File: src/rtl/svc_ack_matcher.sv
module svc_ack_matcher #(
  parameter int ADDR_W      = 7,
  parameter int DATA_W      = 8,
  parameter int INIT_CYCLES = 64,
  parameter logic [7:0] SW_RESET_CODE = 8'h81
) (
  input  logic              clk,
  input  logic              rst_n,
  input  logic              wr_en,
  input  logic [1:0]        reg_sel,
  input  logic [DATA_W-1:0] wr_data,
  output logic [DATA_W-1:0] rd_data,
  input  logic              ack_strobe,
  input  logic [ADDR_W-1:0] bus_addr,
  output logic              dt_ack
);

  localparam int CNT_W = $clog2(INIT_CYCLES + 1);
  localparam logic [CNT_W-1:0] CNT_DONE = CNT_W'(INIT_CYCLES);
  localparam logic [1:0] SEL_CMD = 2'd3;

  logic [DATA_W-1:0] mreg [3];
  logic [CNT_W-1:0]  init_cnt;
  logic              strobe_q;
  logic              ready;
  logic              soft_rst;
  logic              hit;

  assign ready    = (init_cnt == CNT_DONE);
  assign soft_rst = wr_en && (reg_sel == SEL_CMD) && (wr_data == DATA_W'(SW_RESET_CODE));

  always_comb begin
    hit = 1'b0;
    for (int i = 0; i < 3; i++)
      if (mreg[i][ADDR_W-1:0] == bus_addr) hit = 1'b1;
  end

  always_comb begin
    case (reg_sel)
      2'd0:    rd_data = mreg[0];
      2'd1:    rd_data = mreg[1];
      2'd2:    rd_data = mreg[2];
      default: rd_data = ready ? '1 : '0;
    endcase
  end

  always_ff @(posedge clk or negedge rst_n) begin
    if (!rst_n) begin
      for (int i = 0; i < 3; i++) mreg[i] <= '0;
      init_cnt <= '0;
      strobe_q <= 1'b0;
      dt_ack   <= 1'b0;
    end else if (soft_rst) begin
      for (int i = 0; i < 3; i++) mreg[i] <= '0;
      init_cnt <= '0;
      strobe_q <= 1'b0;
      dt_ack   <= 1'b0;
    end else begin
      if (wr_en && reg_sel != SEL_CMD) mreg[reg_sel] <= wr_data;
      if (!ready) init_cnt <= init_cnt + 1'b1;
      strobe_q <= ack_strobe;
      dt_ack   <= ack_strobe && (dt_ack || (!strobe_q && ready && hit));
    end
  end

  AST_NO_ACK_UNREADY: assert property (@(posedge clk) disable iff (!rst_n)
    !ready |-> !dt_ack);

  AST_ACK_DROPS: assert property (@(posedge clk) disable iff (!rst_n)
    !ack_strobe |=> !dt_ack);

  AST_ACK_ON_MATCH: assert property (@(posedge clk) disable iff (!rst_n)
    $rose(dt_ack) |-> $past(ack_strobe) &&
      ($past(bus_addr) == $past(mreg[0][ADDR_W-1:0]) ||
       $past(bus_addr) == $past(mreg[1][ADDR_W-1:0]) ||
       $past(bus_addr) == $past(mreg[2][ADDR_W-1:0])));

  AST_READY_STICKY: assert property (@(posedge clk) disable iff (!rst_n)
    ready && !soft_rst |=> ready);

  AST_SOFT_CLEARS: assert property (@(posedge clk) disable iff (!rst_n)
    soft_rst |=> !ready && !dt_ack && mreg[0] == '0 && mreg[1] == '0 && mreg[2] == '0);

endmodule

File: config.mk
export PLATFORM = sky130hd
export DESIGN_NAME = svc_ack_matcher
export DESIGN_NICKNAME = d
export VERILOG_FILES = /design/src/rtl/svc_ack_matcher.sv
export SDC_FILE = /design/constraint.sdc
export NUM_CORES = 1
export LEC_CHECK = 0
export BUFFER_PORTS_ARGS = -buffer_cell sky130_fd_sc_hd__buf_2
export CELL_PAD_IN_SITES_DETAIL_PLACEMENT = 1
export CELL_PAD_IN_SITES_GLOBAL_PLACEMENT = 2
export CORE_MARGIN = 3
export CORE_UTILIZATION = 36
export CTS_BUF_LIST = sky130_fd_sc_hd__clkbuf_8
export DETAILED_ROUTE_END_ITERATION = 6
export PLACE_DENSITY_LB_ADDON = 0.15
export REMOVE_ABC_BUFFERS = 1
export SLEW_MARGIN = 20
export SYNTH_ARGS = -nofsm -noshare
export SYNTH_HDL_FRONTEND = slang
export SYNTH_SLANG_ARGS = --single-unit
File: constraint.sdc
create_clock -name clk -period 1.71 [get_ports clk]
set_input_delay 0.0855 -clock clk [delete_from_list [all_inputs] [get_ports clk]]
set_output_delay 0.0855 -clock clk [all_outputs]
set_load 0.005 [all_outputs]
==> results of run 1 <==
area by class of cell:
cell class              count  area share, %
inverters                   4          0.651
clock buffers               6           3.58
flip-flops and latches     33           35.8
well taps                  67           3.64
repair buffers             45           11.9
clock inverters             2           1.47
multi-input cells         145           42.9
flip-flops by register name (all words and copies together), names as in the netlist:
| name | count |
|---|---|
| dt_ack | 1 |
| init_cnt | 7 |
| mreg | 24 |
| strobe_q | 1 |
through the flow:
step	TNS (ns)	instances	setup slack, ns
2_1_floorplan	-3.62	182	-0.168
3_3_place_gp	0	289	0.0991
3_5_place_dp	0	289	0.0339
4_1_cts	-1.42	301	-0.199
5_1_grt	-2.06	302	-0.264
6_report	-1.24	302	-0.165
power breakdown:
group	total, W	internal, W	leakage [nW]	switching, W
Clock	0.000756	0.000469	0.0626	0.000287
Sequential	0.00113	0.000955	0.412	0.000171
Combinational	0.000736	0.000385	0.559	0.000352
Total	0.00262	0.00181	1.03	0.000810
metal layers:
metal,wire length (µm),vias up,part of all wire (%),GRT usage (%)
li1,-,733,-,-
met1,2450,784,46,27.2
met2,2560,43,48,29.9
met3,285,4,5.3,4.64
met4,40,0,0.75,6.76
met5,0,-,0,0
cells by family after synthesis:
family | Yosys count | share of synthesized area [%]
xor gates and xnor gates | 26 | 12.3
and+or+nand+nor | 81 | 21.1
buffers and inverters | 13 | 2.91
AOI/OAI and AO/OA | 27 | 7.50
adders and majority gates | 2 | 1.35
DFF | 33 | 44.6
muxes | 9 | 10.3
what timing repair did:
| item | 4_1_cts | 5_1_grt |
|---|---|---|
| endpoints found under the setup margin | 8 | 9 |
| resized for setup | 5 | 1 |
| pin swaps | 1 | 2 |
| hold endpoints to repair | 33 | 0 |
| setup buffers | 3 | 1 |
| hold buffers | 1 | 0 |
Yosys cell counts, drive strengths merged, types with 3 or more instances:
cell type | number | area, µm²
a21oi | 10 | 50.1
buf | 7 | 31.3
dfrtp | 33 | 826
inv | 4 | 15.0
mux4 | 8 | 180
nand2 | 49 | 184
nand3 | 4 | 20.0
nand4 | 3 | 18.8
nor2 | 8 | 30.0
nor4 | 4 | 40.0
o21ai | 15 | 75.1
xnor2 | 10 | 87.6
xor2 | 16 | 140
worst max-delay path: cells and delay by family (launching register included):
kind / cells / cell delay [ns]
and+or+nand+nor: 2 / 0.16
DFF: 1 / 0.37
buffers and inverters: 3 / 0.36
adders and majority gates: 1 / 0.15
muxes: 1 / 0.48
worst paths after layout:
path,from,end,slack (ns),cells past startpoint
setup / recovery,init_cnt[0],rd_data[6],-0.16,7
hold / removal,wr_data[1],mreg[1],0.06,3
setup reg to reg,init_cnt[0],init_cnt[1],0.18,8
hold reg to reg,dt_ack,dt_ack,0.49,1
max in group asynchronous,rst_n,mreg[7],0.82,2
min in group asynchronous,rst_n,strobe_q,0.41,2
==> results_dict.tcl, run 1 <==
set metrics [dict create \
    status "finished, violations left" \
    violations "setup timing" \
    hold_path.class "primary input to flip-flop" \
    core_area_um2 4850 \
    p_total_w 0.00262 \
    die-area_um2 6040 \
    ys_ff_latch 33 \
    dr.pass1.iters 4 \
    dp_hpwl_um 3900 \
    cts_buffers 5 \
    postSynthAreaPerCell_um2 9.70 \
    max_slew_margin_pct 50.0 \
    io_pins 30 \
    gp_congestion 0.838 \
    vias 1564 \
    first_iter_violations 72 \
    critical_path_class "flip-flop to output pin" \
    final-hold-violation-count 0 \
    rows 25 \
    fmax_mhz 533 \
    async_flop_share_pct 100 \
    finClkSkew_ns 0.00422 \
    final_nets 257 \
    fill_cells 573 \
    wl_um 5330 \
    leakagePower_nw 1.03 \
    start_util_pct 38.2 \
    final_common_cell "nand2_1" \
    die_w_um 77.7 \
    final_cell_mix "nand2_1, dfrtp_1, buf_2" \
    htreeDepth 2 \
    endpoint_kind "output pin" \
    antenna_found_initial 0 \
    ant_nets 0 \
    crit_chain "inv_2 > ha_4 > nand4bb_1 > nor3_2 > buf_4 > mux4_2 > buf_6" \
    grt_pass1_wl_um 8940 \
    cts-root-buf "clkbuf_8" \
    cp_slowest_cell "mux4_2" \
    worst_ep_arrival_time_ns 1.79 \
    cap_viol_max_count 0 \
    crit_path_max_incr_delay_ns 0.48 \
    worst_pin_slew_ns 0.751 \
    worst_slack_ns -0.165 \
    multi_input_area_um2 990 \
    seq_area_um2 826 \
    cp.required_ns 1.62 \
    yosys_warnings 0 \
    synth_cells 191 \
    slew_violations 0 \
    rsz0062_at_grt "true" \
    power_density_nw_per_um2 1140 \
    synth-seq-area-share_pct 44.6 \
    numPortBuffers 29 \
    via_per_inst 5.18 \
    finish.utilization_pct 47.5 \
    stdcell_area_um2 2300 \
    timing.hold.ws_ns 0.0556 \
    finalSetupViolations 8 \
    drive_above_1_share_pct 28.1 \
    syn2layout_area_growth_pct 24.5 \
    timing.final.crit_share_pct 110 \
    ys.flop_type "dfrtp_1" \
    grt_pass1_vias 1739 \
    ir_worst_vdd_mv 0.550 \
    drc 0 \
    start_kind "flip-flop" \
    routedWlPerCell_um 17.6 \
    synth_edf_count 0 \
    cts.sinks 33 \
    cts_buffer_depth 2 \
    grt_usage_pct 19.6 \
    period_needed_ns 1.87 \
    grt_overflow 0 \
    dpl-instance-area_um2 2120 \
    worstPathMaxFanout 6 \
    tritoncts "built" \
    clk_latency_ns 0.28 \
    clkTransAtPathRegs_ns 0.07 \
    die-height_um 77.7 \
    netlist_area_um2 1850 \
    yosysUniqueCellTypes 32 \
    antenna_cells 0 \
    grt_max_degree 34 \
]
(Power assumes the default switching activity.)
==> inputs of run 2 (changes only) <==
PLACE_DENSITY = 0.77   (was default)
PLACE_DENSITY_LB_ADDON = default   (was 0.15)
SETUP_SLACK_MARGIN = 0.1   (was default)
==> results_dict.tcl, run 2 (synthesis gave the netlist of run 1 again) <==
set metrics [dict create \
    wl_um 5560 \
    hold_end "mreg[1]" \
    critical_path_class "flip-flop to output pin" \
    antenna_cells 0 \
    status "finished, violations left" \
    finClkSkew_ns 0.00584 \
    drive_above_1_share_pct 28.5 \
    first_iter_violations 107 \
    htreeDepth 2 \
    die-height_um 77.7 \
    r2r_start "init_cnt[0]" \
    dp_slack_ns -0.00717 \
    period_needed_ns 1.92 \
    start_util_pct 38.2 \
    final-hold-violation-count 0 \
    seq_area_um2 826 \
    core_area_um2 4850 \
    whs_path_depth 3 \
    p_total_w 0.00243 \
    start_kind "flip-flop" \
    grt_pass1_vias 1736 \
    cp.required_ns 1.62 \
    vias 1570 \
    cts_buffer_depth 2 \
    gp_congestion 0.799 \
    final_cell_mix "nand2_1, dfrtp_1, buf_2" \
    cap_viol_max_count 0 \
    tritoncts "built" \
    power_density_nw_per_um2 1070 \
    r2r-end "init_cnt[1]" \
    dp_hpwl_um 4050 \
    ir_worst_vdd_mv 0.419 \
    finish.utilization_pct 46.8 \
    clk_latency_ns 0.29 \
    finalSetupViolations 8 \
    grt_usage_pct 20.2 \
    worstPathMaxFanout 6 \
    leakagePower_nw 1.02 \
    slew_violations 0 \
    violations "setup timing" \
    syn2layout_area_growth_pct 22.6 \
    worst_ep_arrival_time_ns 1.84 \
    rows 25 \
    r2r_cells 8 \
    dpl-instance-area_um2 2120 \
    cts-root-buf "clkbuf_8" \
    die_w_um 77.7 \
    rsz0062_at_grt "true" \
    ant_nets 0 \
    clkTransAtPathRegs_ns 0.07 \
    dr.pass1.iters 4 \
    grt_pass1_wl_um 9360 \
    worst_pin_slew_ns 0.756 \
    final_common_cell "nand2_1" \
    fill_cells 574 \
    routedWlPerCell_um 18.4 \
    min_from "wr_data[1]" \
    worst_slack_ns -0.212 \
    io_pins 30 \
    final_nets 257 \
    grt_overflow 0 \
    drc 0 \
    regMostFlops "mreg" \
    numPortBuffers 29 \
    multi_input_area_um2 996 \
    cts.sinks 33 \
    max_slew_margin_pct 49.6 \
    antenna_found_initial 0 \
    die-area_um2 6040 \
    top_regs "mreg x24, init_cnt x7" \
    cts_buffers 5 \
    hold_path.class "primary input to flip-flop" \
    via_per_inst 5.20 \
    grt_max_degree 34 \
    largest_register_ff_count 24 \
    reg2reg_slack_ns 0.16 \
    timing.hold.ws_ns 0.0639 \
    stdcell_area_um2 2270 \
    timing.final.crit_share_pct 112 \
    endpoint_kind "output pin" \
    fmax_mhz 520 \
]
==> run 2: cell types whose count changed in the layout (fill, tap and decap cells not counted) <==
cell       before  now
buf_6           1    0
nor4_1          3    2
clkinv_2        0    2
clkbuf_8        6    5
bufinv_16       1    0
buf_2          28   29
nor4_2          0    1
==> run 2: worst max path at each step <==
stage | start | endpoint | slack, ns | cells after the start
2_1_floorplan | wr_data[1] | dt_ack | -0.17 | 5
3_3_place_gp | init_cnt[0] | rd_data[3] | 0.07 | 7
3_5_place_dp | init_cnt[0] | rd_data[2] | -0.007 | 7
4_1_cts | init_cnt[0] | rd_data[3] | -0.21 | 7
5_1_grt | init_cnt[0] | rd_data[0] | -0.27 | 7
6_report | init_cnt[0] | rd_data[3] | -0.21 | 7
==> run 2: final cells by class <==
cell class              count  area share [%]
flip-flops and latches     33            36.4
repair buffers             45            11.8
inverters                   4           0.661
well taps                  67            3.69
clock inverters             3           0.606
multi-input cells         145            43.9
clock buffers               5            3.03
==> run 2: repair_timing <==
| action | in CTS | in global routing |
|---|---|---|
| hold buffers | 1 | 0 |
| setup buffers | 1 | 4 |
| endpoints found under the setup margin | 10 | 9 |
| gates resized for setup | 5 | 1 |
| pin swaps | 0 | 0 |
| endpoints found under the hold margin | 33 | 0 |
==> run 2: worst max-delay path: stages, from the launching register on <==
cell and delay, ns:
dfrtp_1 0.37, inv_2 0.07, ha_4 0.16, nand4bb_1 0.10
nor3_2 0.06, buf_4 0.17, mux4_2 0.48, buf_2 0.15
==> run 2: per-stage QoR <==
step / std cells / setup TNS, ns
finish: 302 / -1.55
detailed placement: 288 / -0.0121
global route: 302 / -2.11
CTS: 298 / -1.55
global placement: 288 / 0
floorplan: 182 / -3.62
==> run 2: layer usage <==
| layer | share of wire, % | GRT usage, % |
|---|---|---|
| met5 | 0 | 0 |
| met4 | 0.92 | 4.80 |
| met3 | 3.6 | 3.94 |
| met2 | 48 | 30.7 |
| met1 | 48 | 29.6 |
==> run 2: power breakdown <==
group | switching [W] | internal (W) | total, W
clock network | 0.000294 | 0.000276 | 0.000571
registers | 0.000173 | 0.000955 | 0.00113
logic | 0.000355 | 0.000379 | 0.000735
==> inputs of run 3 (changes only) <==
CORE_UTILIZATION = 39   (was 36)
PLACE_DENSITY = 0.83   (was 0.77)
clock period = 2.3 ns   (was 1.71 ns; I/O delays follow)
==> results_dict.tcl, run 3 (synthesis gave the netlist of run 1 again) <==
set metrics [dict create \
    r2r_cells 8 \
    cts_setup_buffers 0 \
    finalSetupViolations 0 \
    largest_register_ff_count 24 \
    crit_chain "inv_1 > ha_1 > nand4bb_1 > nor3_1 > buf_4 > mux4_2 > buf_2" \
    fmax_mhz 480 \
    grt_overflow 0 \
    die-height_um 74.9 \
    ctsResizeCount 0 \
    worst_pin_slew_ns 0.766 \
    start_kind "flip-flop" \
    antenna_found_initial 0 \
    grt_max_degree 34 \
    r2r_start "init_cnt[0]" \
    top_regs "mreg x24, init_cnt x7" \
    fin_cells 278 \
    grtUsageMet1_pct 29.5 \
    dr.pass1.iters 5 \
    endpoint_kind "output pin" \
    finClkSkew_ns 0.00371 \
    hold_path.class "primary input to flip-flop" \
    cts_buffers 5 \
    timing.final.crit_share_pct 90.7 \
    grt.met2_usage_pct 32.5 \
    core_area_um2 4470 \
    cp.required_ns 2.18 \
    rows 24 \
    cts_buffer_depth 2 \
    worstPathMaxFanout 12 \
    finish.utilization_pct 48.5 \
    crit_path_max_incr_delay_ns 0.50 \
    cts.sinks 33 \
    final-hold-violation-count 0 \
    cp_slowest_cell "mux4_2" \
    r2r-end "dt_ack" \
    die-area_um2 5610 \
    critical_path_class "flip-flop to output pin" \
    final_cell_mix "nand2_1, dfrtp_1, buf_2" \
    cts-root-buf "clkbuf_8" \
    clkTransAtPathRegs_ns 0.07 \
    final_nets 249 \
    numPortBuffers 29 \
    leakagePower_nw 0.976 \
    drc 0 \
    regMostFlops "mreg" \
    grt_pass1_vias 1640 \
    start_util_pct 41.4 \
    grt_busiest_layer "met2" \
    power_density_nw_per_um2 793 \
    htreeDepth 2 \
    via_per_inst 5.57 \
    max_slew_margin_pct 48.9 \
    hold_end "strobe_q" \
    rsz0062_at_grt "false" \
    wl_um 5400 \
    antenna_cells 0 \
    clk_latency_ns 0.29 \
    min_from "ack_strobe" \
    vias 1548 \
    period_needed_ns 2.09 \
    drive_above_1_share_pct 23.5 \
    final_common_cell "nand2_1" \
    slew_violations 0 \
    cp_top_family "multiplexers" \
    io_pins 30 \
    ant_nets 0 \
    ir_worst_vdd_mv 0.378 \
    worst_ep_arrival_time_ns 1.97 \
    status "completed" \
    syn2layout_area_growth_pct 17.3 \
    whs_path_depth 2 \
    cp_num_buf_inv 3 \
    cap_viol_max_count 0 \
    gp_congestion 0.858 \
    tritoncts "built" \
    die_w_um 74.9 \
    grt_usage_pct 21.0 \
    reg2reg_slack_ns 0.72 \
    place_inst 270 \
    final.setup.tns_ns 0 \
    grt_use_met3_pct 4.27 \
    dp_hpwl_um 3970 \
    grt_pass1_wl_um 8570 \
    routedWlPerCell_um 19.4 \
    first_iter_violations 110 \
]
## run 3: changes by cell type in the layout (fill, tap and decap cells not counted), sizes merged
cell	delta
buf	-8
clkbuf	+1
clkinv	-2
## run 3: final cells by class
class	instances	area, µm²
sequential	33	826
fill	526	2300
timing repair buffer	37	208
multi-input combinational	145	972
inverter	4	15.0
clock buffer	6	82.6
clock inverter	1	3.75
tap	52	65.1
## run 3: worst max path at each step
stage,start,depth (start not counted),endpoint
after global routing,init_cnt[0],7,rd_data[7]
after CTS,init_cnt[0],7,rd_data[1]
after detailed placement,init_cnt[0],7,rd_data[1]
final,init_cnt[0],7,rd_data[1]
after floorplan,wr_data[1],5,dt_ack
after global placement,init_cnt[0],7,rd_data[1]
## run 3: layer usage
layer	share of wire (%)	vias up	wire (µm)
li1	-	719	-
met4	1.3	0	69
met2	47	45	2530
met1	46	777	2500
met5	0	-	0
met3	5.5	7	297
## run 3: per-stage QoR
stage	hold slack, ns	total power [W]	cell area, µm²	setup slack (ns)
after detailed placement	0.234	0.00130	2080	0.523
after CTS	0.0830	0.00175	2170	0.205
after global placement	0.210	0.00127	2080	0.555
final	0.0879	0.00172	2170	0.215
after floorplan	-0.181	0.00110	1810	0.393
after global routing	0.0908	0.00184	2170	0.133
## run 3: where the power goes
group / internal [W] / leakage [nW] / switching [W]
Sequential: 0.000710 / 0.412 / 0.000130
Clock: 0.000233 / 0.0485 / 0.000208
Combinational: 0.000219 / 0.516 / 0.000222
Total: 0.00116 / 0.976 / 0.000560
## run 3: repair_timing
| item | CTS | global route |
|---|---|---|
| setup endpoints to repair | 0 | 0 |
| hold endpoints to repair | 33 | 0 |
| hold buffers | 1 | 0 |
## run 3: worst reg2reg max path: stages, from the launching register on
cell and delay (ns):
dfrtp_1 0.41, inv_1 0.10, ha_1 0.16, nand4bb_1 0.11, nor3_1 0.15, buf_4 0.25
nand2b_1 0.09, a31oi_1 0.14, o21a_1 0.12
